File: src/rtl/csel_pkg.sv
package csel_pkg;
  localparam int unsigned MAX_BLK = 8;
  localparam int unsigned VEC_W   = MAX_BLK * 8;

  // width of slice i, packed 8 bits per slice, slice 0 in the low byte
  function automatic int unsigned blk_w(input logic [VEC_W-1:0] w_vec, input int unsigned i);
    return int'(w_vec[i*8 +: 8]);
  endfunction

  // lowest bit index of slice i
  function automatic int unsigned blk_off(input logic [VEC_W-1:0] w_vec, input int unsigned i);
    int unsigned acc;
    acc = 0;
    for (int unsigned j = 0; j < i; j++) acc += int'(w_vec[j*8 +: 8]);
    return acc;
  endfunction
endpackage

File: src/rtl/csel_rca.sv
module csel_rca #(
  parameter int unsigned W = 4
) (
  input  logic [W-1:0] a_i,
  input  logic [W-1:0] b_i,
  input  logic         ci_i,
  output logic [W-1:0] s_o,
  output logic         co_o
);
  logic [W:0]   c;
  logic [W-1:0] g, p;

  assign c[0] = ci_i;

  for (genvar i = 0; i < W; i++) begin : g_bit
    assign g[i]   = a_i[i] & b_i[i];
    assign p[i]   = a_i[i] ^ b_i[i];
    assign s_o[i] = p[i] ^ c[i];
    assign c[i+1] = g[i] | (p[i] & c[i]);
  end

  assign co_o = c[W];
endmodule

File: src/rtl/csel_block.sv
module csel_block #(
  parameter int unsigned W = 4
) (
  input  logic [W-1:0] a_i,
  input  logic [W-1:0] b_i,
  input  logic         sel_i,
  output logic [W-1:0] sum_o,
  output logic         cout_o
);
  logic [W-1:0] s0, s1;
  logic         c0, c1;

  csel_rca #(.W(W)) u_rca0 (
    .a_i  (a_i),
    .b_i  (b_i),
    .ci_i (1'b0),
    .s_o  (s0),
    .co_o (c0)
  );

  csel_rca #(.W(W)) u_rca1 (
    .a_i  (a_i),
    .b_i  (b_i),
    .ci_i (1'b1),
    .s_o  (s1),
    .co_o (c1)
  );

  assign sum_o  = sel_i ? s1 : s0;
  assign cout_o = sel_i ? c1 : c0;
endmodule

File: src/rtl/csel_adder.sv
module csel_adder #(
  parameter int unsigned NUM_BLK = 5,
  parameter logic [NUM_BLK*8-1:0] BLK_W = 40'h06_04_03_02_01,
  localparam int unsigned WIDTH =
    csel_pkg::blk_off(csel_pkg::VEC_W'(BLK_W), NUM_BLK)
) (
  input  logic [WIDTH-1:0] a_i,
  input  logic [WIDTH-1:0] b_i,
  input  logic             cin_i,
  output logic [WIDTH-1:0] sum_o,
  output logic             cout_o
);
  localparam logic [csel_pkg::VEC_W-1:0] WV = csel_pkg::VEC_W'(BLK_W);

  // selected carry into each slice; c[NUM_BLK] leaves the top slice
  logic [NUM_BLK:0] c;
  assign c[0] = cin_i;

  for (genvar k = 0; k < NUM_BLK; k++) begin : g_blk
    localparam int unsigned W   = csel_pkg::blk_w(WV, k);
    localparam int unsigned OFF = csel_pkg::blk_off(WV, k);

    if (k == 0) begin : g_base
      // lowest slice sees the true carry, no duplicate needed
      csel_rca #(.W(W)) u_rca (
        .a_i  (a_i[OFF +: W]),
        .b_i  (b_i[OFF +: W]),
        .ci_i (c[k]),
        .s_o  (sum_o[OFF +: W]),
        .co_o (c[k+1])
      );
    end else begin : g_sel
      csel_block #(.W(W)) u_blk (
        .a_i    (a_i[OFF +: W]),
        .b_i    (b_i[OFF +: W]),
        .sel_i  (c[k]),
        .sum_o  (sum_o[OFF +: W]),
        .cout_o (c[k+1])
      );
    end
  end

  assign cout_o = c[NUM_BLK];
endmodule

File: config.mk
export PLATFORM = sky130hd
export DESIGN_NAME = csel_adder
export DESIGN_NICKNAME = d
export VERILOG_FILES = /design/src/rtl/csel_pkg.sv /design/src/rtl/csel_rca.sv /design/src/rtl/csel_block.sv /design/src/rtl/csel_adder.sv
export SDC_FILE = /design/constraint.sdc
export NUM_CORES = 1
export LEC_CHECK = 0
export BUFFER_PORTS_ARGS = -buffer_cell sky130_fd_sc_hd__buf_4
export CAP_MARGIN = 30
export CELL_PAD_IN_SITES_DETAIL_PLACEMENT = 1
export CELL_PAD_IN_SITES_GLOBAL_PLACEMENT = 1
export CORE_MARGIN = 2
export CORE_UTILIZATION = 30
export DETAILED_ROUTE_END_ITERATION = 6
export PLACE_DENSITY = 0.72
export SETUP_SLACK_MARGIN = 0.2
export SYNTH_ARGS = -nofsm -noshare
export SYNTH_HDL_FRONTEND = slang
export SYNTH_HIERARCHICAL = 1
export SYNTH_SLANG_ARGS = --single-unit
File: constraint.sdc
create_clock -name vclk -period 3.9
set_input_delay 0.78 -clock vclk [all_inputs]
set_output_delay 0.78 -clock vclk [all_outputs]
set_load 0.03 [all_outputs]
# --- Word-level counts from Yosys, hierarchy flattened ---
# Index checks and enable logic that the tools add are counted.
word_totals:
  wordCells: 117
  ff_bits: 0
  out_inout_bits: 17
  input_bits: 33
classes:
  n_bitwise: 109
  mux: 8
op_table:
  columns: ["op", "count"]
  rows:
  - ["$and A1 B1 Y1", 39]
  - ["$xor A1 B1 Y1", 39]
  - ["$or A1 B1 Y1", 27]
  - ["$mux W6", 1]
  - ["$mux W1", 4]
  - ["$mux W4", 1]
  - ["$not A1 Y1", 4]
  - ["$mux W3", 1]
  - ["$mux W2", 1]

# --- Logic depth before layout (Yosys ltp) ---
# Gate-level depths: netlist of run 1.
depth:
  depth_word: 13
  mapped_depth: 11
  ltp_nobuf: 11

# --- Hierarchy ---
# Netlist of run 1, hierarchy kept.
modules_own_cells:
  columns: ["module", "n_inst", "cells_each", "area_each_um2", "seq_area_each_um2"]
  rows:
  - ["csel_rca at g_blk[4].g_sel.u_blk.u_rca0 ...", 2, 16, 157.7, 0.0]
  - ["csel_rca at g_blk[3].g_sel.u_blk.u_rca0 ...", 2, 14, 117.6, 0.0]
  - ["csel_rca at g_blk[2].g_sel.u_blk.u_rca0 ...", 2, 13, 97.6, 0.0]
  - ["csel_rca at g_blk[1].g_sel.u_blk.u_rca0 ...", 2, 10, 70.1, 0.0]
  - ["csel_block at g_blk[4].g_sel.u_blk", 1, 10, 123.9, 0.0]
  - ["csel_block at g_blk[3].g_sel.u_blk", 1, 7, 63.8, 0.0]
  - ["csel_block at g_blk[2].g_sel.u_blk", 1, 6, 52.6, 0.0]
  - ["csel_block at g_blk[1].g_sel.u_blk", 1, 5, 41.3, 0.0]
  - ["csel_rca at g_blk[0].g_base.u_rca", 1, 1, 20.0, 0.0]

# --- Worst setup path after synthesis of run 1 ---
# OpenSTA, ideal clock, no wires.
synth_path:
  path_kind: "input to output"
  from: "input port a_i[10]"
  to: "output port sum_o[15]"
  t_arrival_ps: 3229
  path_buffers: 0
  stages: 11
  slack_ps: -109
  cell_sequence: "inv_1 > fa_1 > inv_1 > fa_1 > fa_1 > fa_1 > fa_1 > inv_1 > fa_1 > inv_1 > mux2_4"
synth_between:
  elab_cells_between_ends: 22
synth_lines:
  columns: ["item", "line", "source"]
  rows:
  - ["start, declared", "csel_adder.sv:7", "input logic [WIDTH-1:0] a_i,"]
  - ["$and A1 B1 Y1", "csel_rca.sv:16", "assign g[i] = a_i[i] & b_i[i];"]
  - ["$and A1 B1 Y1", "csel_rca.sv:19", "assign c[i+1] = g[i] | (p[i] & c[i]);"]
  - ["$or A1 B1 Y1", "csel_rca.sv:19", null]
  - ["$and A1 B1 Y1", "csel_rca.sv:19", null]
  - ["$or A1 B1 Y1", "csel_rca.sv:19", null]
  - ["$and A1 B1 Y1", "csel_rca.sv:19", null]
  - ["$or A1 B1 Y1", "csel_rca.sv:19", null]
  - ["$and A1 B1 Y1", "csel_rca.sv:19", null]
  - ["$or A1 B1 Y1", "csel_rca.sv:19", null]
  - ["$xor A1 B1 Y1", "csel_rca.sv:18", "assign s_o[i] = p[i] ^ c[i];"]
  - ["net g_blk[4].g_sel.u_blk.s0[5]", "csel_block.sv:10", "logic [W-1:0] s0, s1;"]
  - ["$mux W6", "csel_block.sv:29", "assign sum_o = sel_i ? s1 : s0;"]
  - ["end, declared", "csel_adder.sv:10", "output logic [WIDTH-1:0] sum_o,"]
# The timed path passes the listed nets, and every way through them passes these cells.

# --- Worst setup path in the final report of run 1 ---
layout_path:
  from: "input port b_i[10]"
  to: "output port sum_o[15]"
layout_between:
  elab_chain_cells: 12
  elab_cells_between_ends: 22
layout_lines:
  columns: ["item", "line", "source"]
  rows:
  - ["start, declared", "csel_adder.sv:8", "input logic [WIDTH-1:0] b_i,"]
  - ["$and A1 B1 Y1 or $xor A1 B1 Y1 (tied branches)", "csel_rca.sv:16, csel_rca.sv:17", null]
  - ["$or A1 B1 Y1 (*)", "csel_rca.sv:19", null]
  - ["$and A1 B1 Y1 (*)", "csel_rca.sv:19", null]
  - ["$or A1 B1 Y1 (*)", "csel_rca.sv:19", null]
  - ["$and A1 B1 Y1 (*)", "csel_rca.sv:19", null]
  - ["$or A1 B1 Y1 (*)", "csel_rca.sv:19", null]
  - ["$and A1 B1 Y1 (*)", "csel_rca.sv:19", null]
  - ["$or A1 B1 Y1 (*)", "csel_rca.sv:19", null]
  - ["$and A1 B1 Y1 (*)", "csel_rca.sv:19", null]
  - ["$or A1 B1 Y1 (*)", "csel_rca.sv:19", null]
  - ["$xor A1 B1 Y1 (*)", "csel_rca.sv:18", null]
  - ["net g_blk[4].g_sel.u_blk.s1[5]", "csel_block.sv:10", null]
  - ["$mux W6 (*)", "csel_block.sv:29", null]
# The timed path passes the listed nets; every way through them passes the cells marked *.

==> results of run 1 <==
## worst max-delay path, stage by stage
cell and delay, ns:
buf_6 0.10, inv_4 0.05, fa_2 0.18, inv_2 0.04, fa_2 0.36, fa_2 0.35
fa_2 0.35, fa_2 0.34, inv_2 0.07, fa_2 0.43, inv_2 0.05, mux2_4 0.14
buf_6 0.12
## cell families after synthesis
logic type | synth area share (%)
mux | 20.2
buf+inv | 25.0
fa+ha+maj | 52.3
other cells | 2.53
## worst paths after layout
check / from / end / slack [ns] / cells past startpoint
hold / removal: cin_i / sum_o[0] / 1.94 / 3
setup / recovery: b_i[10] / sum_o[15] / -0.24 / 13
## per-layer routing
layer	vias to the layer above	wire, um	global-route usage [%]
met5	-	0	0
met4	0	0	0
met3	0	131	0.845
met2	27	1840	31.4
met1	469	799	12.1
li1	433	-	-
## through the flow
step	setup WS, ns	total power [mW]	TNS [ns]	instances	hold slack, ns
floorplan	-0.0146	0.249	-0.0146	135	1.88
global placement	-0.265	0.365	-0.396	234	1.94
detailed placement	-0.343	0.382	-0.796	234	1.95
CTS	-0.240	0.410	-0.355	234	1.95
global route	-0.317	0.455	-0.502	234	1.96
finish	-0.242	0.415	-0.350	234	1.94
## power by group
part           internal [mW]  switching [mW]  leakage [nW]
logic                  0.201           0.214         0.996
registers                  0               0             0
clock network              0               0             0
## cell usage after synthesis (all sizes together)
library cell and count:
conb 8, inv 76, fa 31, mux2 19, buf 1
## final cells by class
type | instances | area [um^2] | share of cell area, %
Inverter | 76 | 298 | 16.7
Multi-Input combinational cell | 58 | 977 | 54.8
Tap cell | 48 | 60.1 | 3.37
Timing Repair Buffer | 52 | 447 | 25.1
## timing repair
item / 4_1_cts / 5_1_grt
pin swaps: 7 / 6
endpoints found under the setup margin: 7 / 7
gates resized for setup: 40 / 26
==> flow_metrics.py, run 1 <==
metrics = {
    "status": {
        "outcome": "finished, violations left",
        "violations": "setup timing",
    },
    "yosys": {
        "syn_inst": 135,
        "seq_area_frac_synth_pct": 0,
        "yosys.cell_types.count": 6,
        "synth-warning-count": 6,
        "yosys.area.top_type": "fa_1",
        "synth_area_leaders": "fa_1 (52%), inv_1 (24%), mux2_2 (11%), mux2_4 (8.9%), conb_1 (2.5%)",
        "syn_area_um2": 1190,
        "synth_top_area_share_pct": 52.3,
        "synth_nets": 199,
        "syn_area_per_cell_um2": 8.80,
    },
    "cells_and_area": {
        "layout-drive-gt1-share_pct": 66.1,
        "diodes": 0,
        "stdcell_area_um2": 1780,
        "seq_cell_count": 0,
        "area_growth_pct": 50.1,
        "num-fill-cells": 472,
        "nClkBuffers": 0,
        "final_util_pct": 47.6,
        "seq_area_um2": 0,
        "fin_nets": 252,
        "final_cell_mix": "inv_1 (54), buf_4 (40), fa_2 (30)",
        "final_common_cell": "inv_1",
    },
    "placement": {
        "place_congestion": 0.685,
        "placed_area_um2": 1650,
        "dpl.hpwl_mm": 2.46,
        "io_buffers": 50,
    },
    "drt": {
        "firstDrtPassIters": 2,
        "drc": 0,
        "wire_per_inst_um": 11.9,
        "drt_iter0_markers": 7,
        "ant_nets": 0,
        "vias": 929,
        "vias_per_cell": 3.97,
        "totalWireLength_mm": 2.77,
    },
    "power_and_ir_drop": {
        "vdd_drop_max_mv": 0.133,
        "p_leak_nw": 0.996,
        "power_density_nw_per_um2": 233,
    },
    "timing": {
        "fin_ws_ns": -0.242,
        "rsz0062_at_grt": "true",
        "drv_slew": 0,
        "setup_violations": 2,
        "post-route-period-util_pct": 106,
        "fin_crit_ns": 4.14,
        "max_freq_ghz": 0.241,
        "finalHoldViolations": 0,
    },
    "grt": {
        "antenna_found_initial": 0,
        "grt_use_total_pct": 13.2,
        "grt_max_degree": 8,
        "grt_pass1_vias": 1149,
        "grt_overflow": 0,
        "grt_pass1_wl_mm": 4.59,
    },
    "job": {
        "drv_cap": 0,
    },
    "cts": {
        "postCtsHoldBufs": 0,
        "postCtsSetupBuffers": 0,
    },
    "hold_path": {
        "hold_class": "input port to output port",
    },
    "critical_path": {
        "endpoint_kind": "output port",
        "crit_path_max_fanout": 2,
        "worst-setup-path-type": "input port to output port",
        "critical_path_arrival_ns": 3.36,
        "required_ns": 3.12,
        "startpoint_type": "input port",
    },
    "floorplanning": {
        "rows": 22,
        "start_util_pct": 31.7,
        "num_io_pins": 50,
        "fp.dieW_um": 66.9,
        "die_h_um": 66.9,
        "core_area_um2": 3740,
        "die_area_um2": 4480,
    },
}
No activity file was read; power rests on OpenSTA's default activity.
==> inputs of run 2 (changes only) <==
==> constraint.sdc (replaced) <==
create_clock -name vclk -period 3.9
set_input_delay 0.78 -clock vclk [all_inputs]
set_output_delay 0.78 -clock vclk [all_outputs]
set_load 0.005 [all_outputs]
==> run 2 against run 1 <==
  * Combinational power down 23%
  * Routed wire length down 2.9%
  * Core utilization down 0.84 points
  * The run still ends with setup timing left
  * Critical path type unchanged
  * Highest routed layer unchanged
  * Hold slack worse by 0.039 ns
  * Critical endpoint unchanged
  * First-iteration DRC count down 29%
  * Worst setup slack better by 0.049 ns
==> flow_metrics.py, run 2 (same netlist as run 1, synthesis figures left out) <==
metrics = {
    "status": {
        "outcome": "finished, violations left",
        "violations": "setup timing",
    },
    "timing": {
        "drv_slew": 0,
        "setup_violations": 2,
        "post-route-period-util_pct": 105,
        "fin_crit_ns": 4.09,
        "fin_hold_ws_ns": 1.90,
        "rsz0062_at_grt": "true",
        "finalHoldViolations": 0,
        "max_freq_ghz": 0.244,
        "fin_ws_ns": -0.193,
    },
    "placement": {
        "io_buffers": 50,
        "place_ws_ns": -0.285,
        "placed_area_um2": 1650,
        "place_congestion": 0.722,
        "place_inst": 234,
        "dpl.hpwl_mm": 2.60,
    },
    "critical_path": {
        "path_cells": "buf_8, inv_4, fa_2, inv_2, fa_2, fa_2, fa_2, fa_2, inv_2, fa_1, inv_1, mux2_4, buf_6",
        "critical_path_arrival_ns": 3.31,
        "startpoint_type": "input port",
        "worst-setup-path-type": "input port to output port",
        "cpMostUsedCell": "fa_2",
        "endpoint_kind": "output port",
        "crit_slowest_cell": "fa_1",
        "max_stage_delay_ns": 0.40,
        "required_ns": 3.12,
        "crit_path_max_fanout": 2,
    },
    "cells_and_area": {
        "fin_cells": 234,
        "seq_cell_count": 0,
        "multi_input_area_um2": 962,
        "layout-drive-gt1-share_pct": 62.9,
        "fin_nets": 252,
        "area_growth_pct": 47.4,
        "final_cell_mix": "inv_1 (54), buf_4 (43), fa_2 (24)",
        "seq_area_um2": 0,
        "num-fill-cells": 446,
        "diodes": 0,
        "final_common_cell": "inv_1",
        "nClkBuffers": 0,
        "stdcell_area_um2": 1750,
    },
    "drt": {
        "ant_nets": 0,
        "vias_per_cell": 3.93,
        "totalWireLength_mm": 2.69,
        "wire_per_inst_um": 11.5,
        "firstDrtPassIters": 4,
        "drt_iter0_markers": 5,
        "vias": 919,
        "drc": 0,
    },
    "floorplanning": {
        "core_area_um2": 3740,
        "num_io_pins": 50,
        "die_h_um": 66.9,
        "start_util_pct": 31.7,
        "fp.dieW_um": 66.9,
        "die_area_um2": 4480,
        "rows": 22,
    },
    "grt": {
        "grt_max_degree": 8,
        "grt_pass1_vias": 1198,
        "antenna_found_initial": 0,
        "grt_use_total_pct": 13.5,
        "grt_pass1_wl_mm": 4.73,
        "grt_overflow": 0,
    },
    "cts": {
        "postCtsSetupBuffers": 0,
    },
    "power_and_ir_drop": {
        "power_density_nw_per_um2": 183,
        "vdd_drop_max_mv": 0.0884,
        "p_leak_nw": 0.997,
        "power_mw": 0.320,
    },
    "hold_path": {
        "whs_endpoint": "sum_o[0]",
        "hold_class": "input port to output port",
        "min-delay-start": "cin_i",
        "min_path_cells": 3,
    },
    "job": {
        "drv_cap": 0,
    },
}
run 2: cell types whose count changed in the layout (fill, tap and decap cells not counted):
cell,delta
buf_4,+3
fa_2,-6
buf_6,-3
inv_2,+2
inv_4,-2
fa_1,+6
run 2: how the worst max path moves through the flow:
| stage | from | to | slack, ns | cells past startpoint |
|---|---|---|---|---|
| after detailed placement | b_i[10] | sum_o[15] | -0.28 | 13 |
| final | a_i[10] | sum_o[15] | -0.19 | 13 |
| after floorplan | a_i[10] | sum_o[15] | 0.04 | 11 |
| after global routing | b_i[10] | sum_o[15] | -0.29 | 13 |
| after CTS | a_i[10] | sum_o[15] | -0.22 | 13 |
| after global placement | a_i[10] | sum_o[15] | -0.21 | 13 |
run 2: worst max-delay path, delay by kind of cell:
| family | cells | cell delay (ns) |
|---|---|---|
| buffers and inverters | 6 | 0.39 |
| adder cells (fa/ha/maj) | 6 | 1.99 |
| multiplexers | 1 | 0.14 |
run 2: area by class of cell:
class,count,area share (%)
inverters,76,16.7
repair buffers,52,24.9
well taps,48,3.43
multi-input cells,58,55.0
run 2: routing by layer:
layer	track usage, %	wire length (um)	vias to the layer above	part of all wire, %
met3	2.03	191	0	7.1
met2	31.0	1670	30	62
met4	0	0	0	0
li1	-	-	433	-
met1	12.6	832	456	31
met5	0	0	-	0
run 2: power by group:
part	total [mW]	leakage (nW)	switching, mW	internal, mW
logic	0.320	0.997	0.127	0.192
registers	0	0	0	0
clock network	0	0	0	0
run 2: through the flow:
step	utilization, %	setup TNS (ns)
finish	46.8	-0.287
global route	46.8	-0.482
CTS	46.6	-0.317
detailed placement	44.0	-0.584
global placement	44.0	-0.319
floorplan	-	0
run 2: repair_timing:
item / CTS / global route
setup endpoints to repair: 7 / 7
pin swaps: 7 / 4
resized for setup: 50 / 6
hold buffers: 0 / 0
==> inputs of run 3 (changes only) <==
CORE_UTILIZATION = 22   (was 30)
PLACE_DENSITY = 0.77   (was 0.72)
SYNTH_HIERARCHICAL = default   (was 1)
clock period = 3.7 ns   (was 3.9 ns; I/O delays follow)
==> run 3 against run 2 <==
  * The run still ends with setup timing left
  * Largest power group unchanged
  * Cell area decreased by 41%
  * First-iteration DRC count decreased by 40%
  * Highest routed layer unchanged
  * Critical endpoint unchanged
  * Critical path type unchanged
  * Power decreased by 41%
==> flow_metrics.py, run 3 <==
metrics = {
    "timing": {
        "tightestPinTransition_ns": 0.185,
        "slew-limit-headroom_pct": 87.3,
        "max_freq_ghz": 0.148,
        "fin_ws_ns": -3.04,
        "post-route-period-util_pct": 182,
        "setup_violations": 11,
        "rsz0062_at_grt": "true",
        "fin_hold_ws_ns": 1.85,
        "fin_crit_ns": 6.74,
        "fin_setup_tns_ns": -18.50,
        "drv_slew": 0,
        "finalHoldViolations": 0,
    },
    "grt": {
        "grt_pass1_vias": 645,
        "grt_overflow": 0,
        "antenna_found_initial": 0,
        "grt_pass1_wl_mm": 2.50,
        "grt_use_total_pct": 12.2,
        "grt_max_degree": 4,
    },
    "yosys": {
        "syn_area_um2": 492,
        "yosys.area.top_type": "fa_1",
        "synth_nets": 103,
        "synth_area_leaders": "fa_1 (49%), ha_1 (20%), inv_1 (15%), xor2_1 (5.3%), mux2i_1 (4.1%)",
        "syn_area_per_cell_um2": 9.83,
        "seq_area_frac_synth_pct": 0,
        "yosys.cell_types.count": 11,
        "synth_top_area_share_pct": 48.9,
        "synth-warning-count": 0,
        "syn_inst": 50,
        "synth_common_cells": "inv_1 (19), fa_1 (12), ha_1 (8)",
        "synth_most_common_cell": "inv_1",
    },
    "placement": {
        "placed_area_um2": 966,
        "io_buffers": 50,
        "place_congestion": 0.624,
        "place_ws_ns": -3.18,
        "dpl.hpwl_mm": 1.42,
    },
    "cells_and_area": {
        "diodes": 0,
        "final_cell_mix": "buf_4 (44), inv_1 (15), fa_2 (12)",
        "final_common_cell": "buf_4",
        "seq_cell_count": 0,
        "layout-drive-gt1-share_pct": 73.1,
        "fin_nets": 159,
        "seq_area_um2": 0,
        "nClkBuffers": 0,
        "stdcell_area_um2": 1030,
        "area_growth_pct": 110,
    },
    "power_and_ir_drop": {
        "p_leak_nw": 0.550,
        "power_density_nw_per_um2": 183,
        "power_mw": 0.189,
        "vdd_drop_max_mv": 0.0725,
    },
    "critical_path": {
        "cp.depth": 23,
        "crit_family": "adder cells",
        "path_cells": "buf_8, inv_8, fa_2, nand2_2, o21ai_2, fa_2, nor2_2, a21oi_2, fa_2, fa_2, mux2i_1, fa_2, fa_2, fa_2, mux2i_1, fa_2, fa_2, fa_2, fa_2, inv_2, fa_2, inv_1, buf_4",
        "crit_path_max_fanout": 3,
        "endpoint_kind": "output port",
        "crit_buf_inv": 5,
        "crit_slowest_cell": "fa_2",
        "required_ns": 2.96,
        "cpMostUsedCell": "fa_2",
        "max_stage_delay_ns": 0.41,
        "critical_path_arrival_ns": 6.00,
        "worst-setup-path-type": "input port to output port",
        "startpoint_type": "input port",
    },
    "status": {
        "violations": "setup timing",
        "outcome": "finished, violations left",
    },
    "floorplanning": {
        "rows": 17,
        "start_util_pct": 22.7,
        "die_h_um": 51.3,
        "die_area_um2": 2630,
        "num_io_pins": 50,
        "core_area_um2": 2170,
        "fp.dieW_um": 51.3,
    },
    "drt": {
        "ant_nets": 0,
        "drc": 0,
        "drt_iter0_markers": 3,
        "totalWireLength_mm": 1.56,
        "vias_per_cell": 4.14,
        "firstDrtPassIters": 4,
        "wire_per_inst_um": 11.8,
        "vias": 546,
    },
    "hold_path": {
        "min_path_cells": 3,
        "hold_class": "input port to output port",
    },
    "job": {
        "drv_cap": 0,
    },
    "cts": {
        "postCtsHoldBufs": 0,
    },
}
## run 3: final cells by class
type	count	area, um^2
multi-input combinational	30	463
fill	255	1130
tap	28	35.0
inverter	19	78.8
timing repair buffer	55	458
## run 3: layer usage
metal	up-vias	GRT usage, %	wire, um
met1	255	12.0	466
met4	0	0	0
met3	0	2.92	222
met2	45	26.4	867
met5	-	0	0
li1	246	-	-
## run 3: cells by family (layout without fill, tap and decap cells)
group	count (synthesis)	after routing	share of synthesized area, %
AOI/OAI and AO/OA	2	2	2.03
and+or+nand+nor	2	2	1.53
muxes	2	2	4.07
xor gates and xnor gates	4	4	7.13
buffers and inverters	20	74	16.0
adders and majority gates	20	20	69.2
## run 3: worst paths after layout
check  slack [ns]         to  startpoint
max         -3.04  sum_o[15]      a_i[0]
min          1.85   sum_o[4]      b_i[4]
## run 3: stage by stage
step | std cells | utilization, %
global route | 132 | 47.7
finish | 132 | 47.7
global placement | 131 | 44.5
CTS | 132 | 46.7
floorplan | 50 | -
detailed placement | 131 | 44.5
## run 3: timing repair
| action | 4_1_cts | 5_1_grt |
|---|---|---|
| setup endpoints to repair | 12 | 13 |
| gates cloned | 0 | 0 |
| setup buffers | 1 | 0 |
| pin swaps | 3 | 1 |
| resized for setup | 11 | 5 |
| endpoints found under the hold margin | 0 | 0 |
## run 3: where the power goes
part | switching, mW | total [mW] | internal [mW]
Sequential | 0 | 0 | 0
Combinational | 0.0699 | 0.189 | 0.120
Clock | 0 | 0 | 0
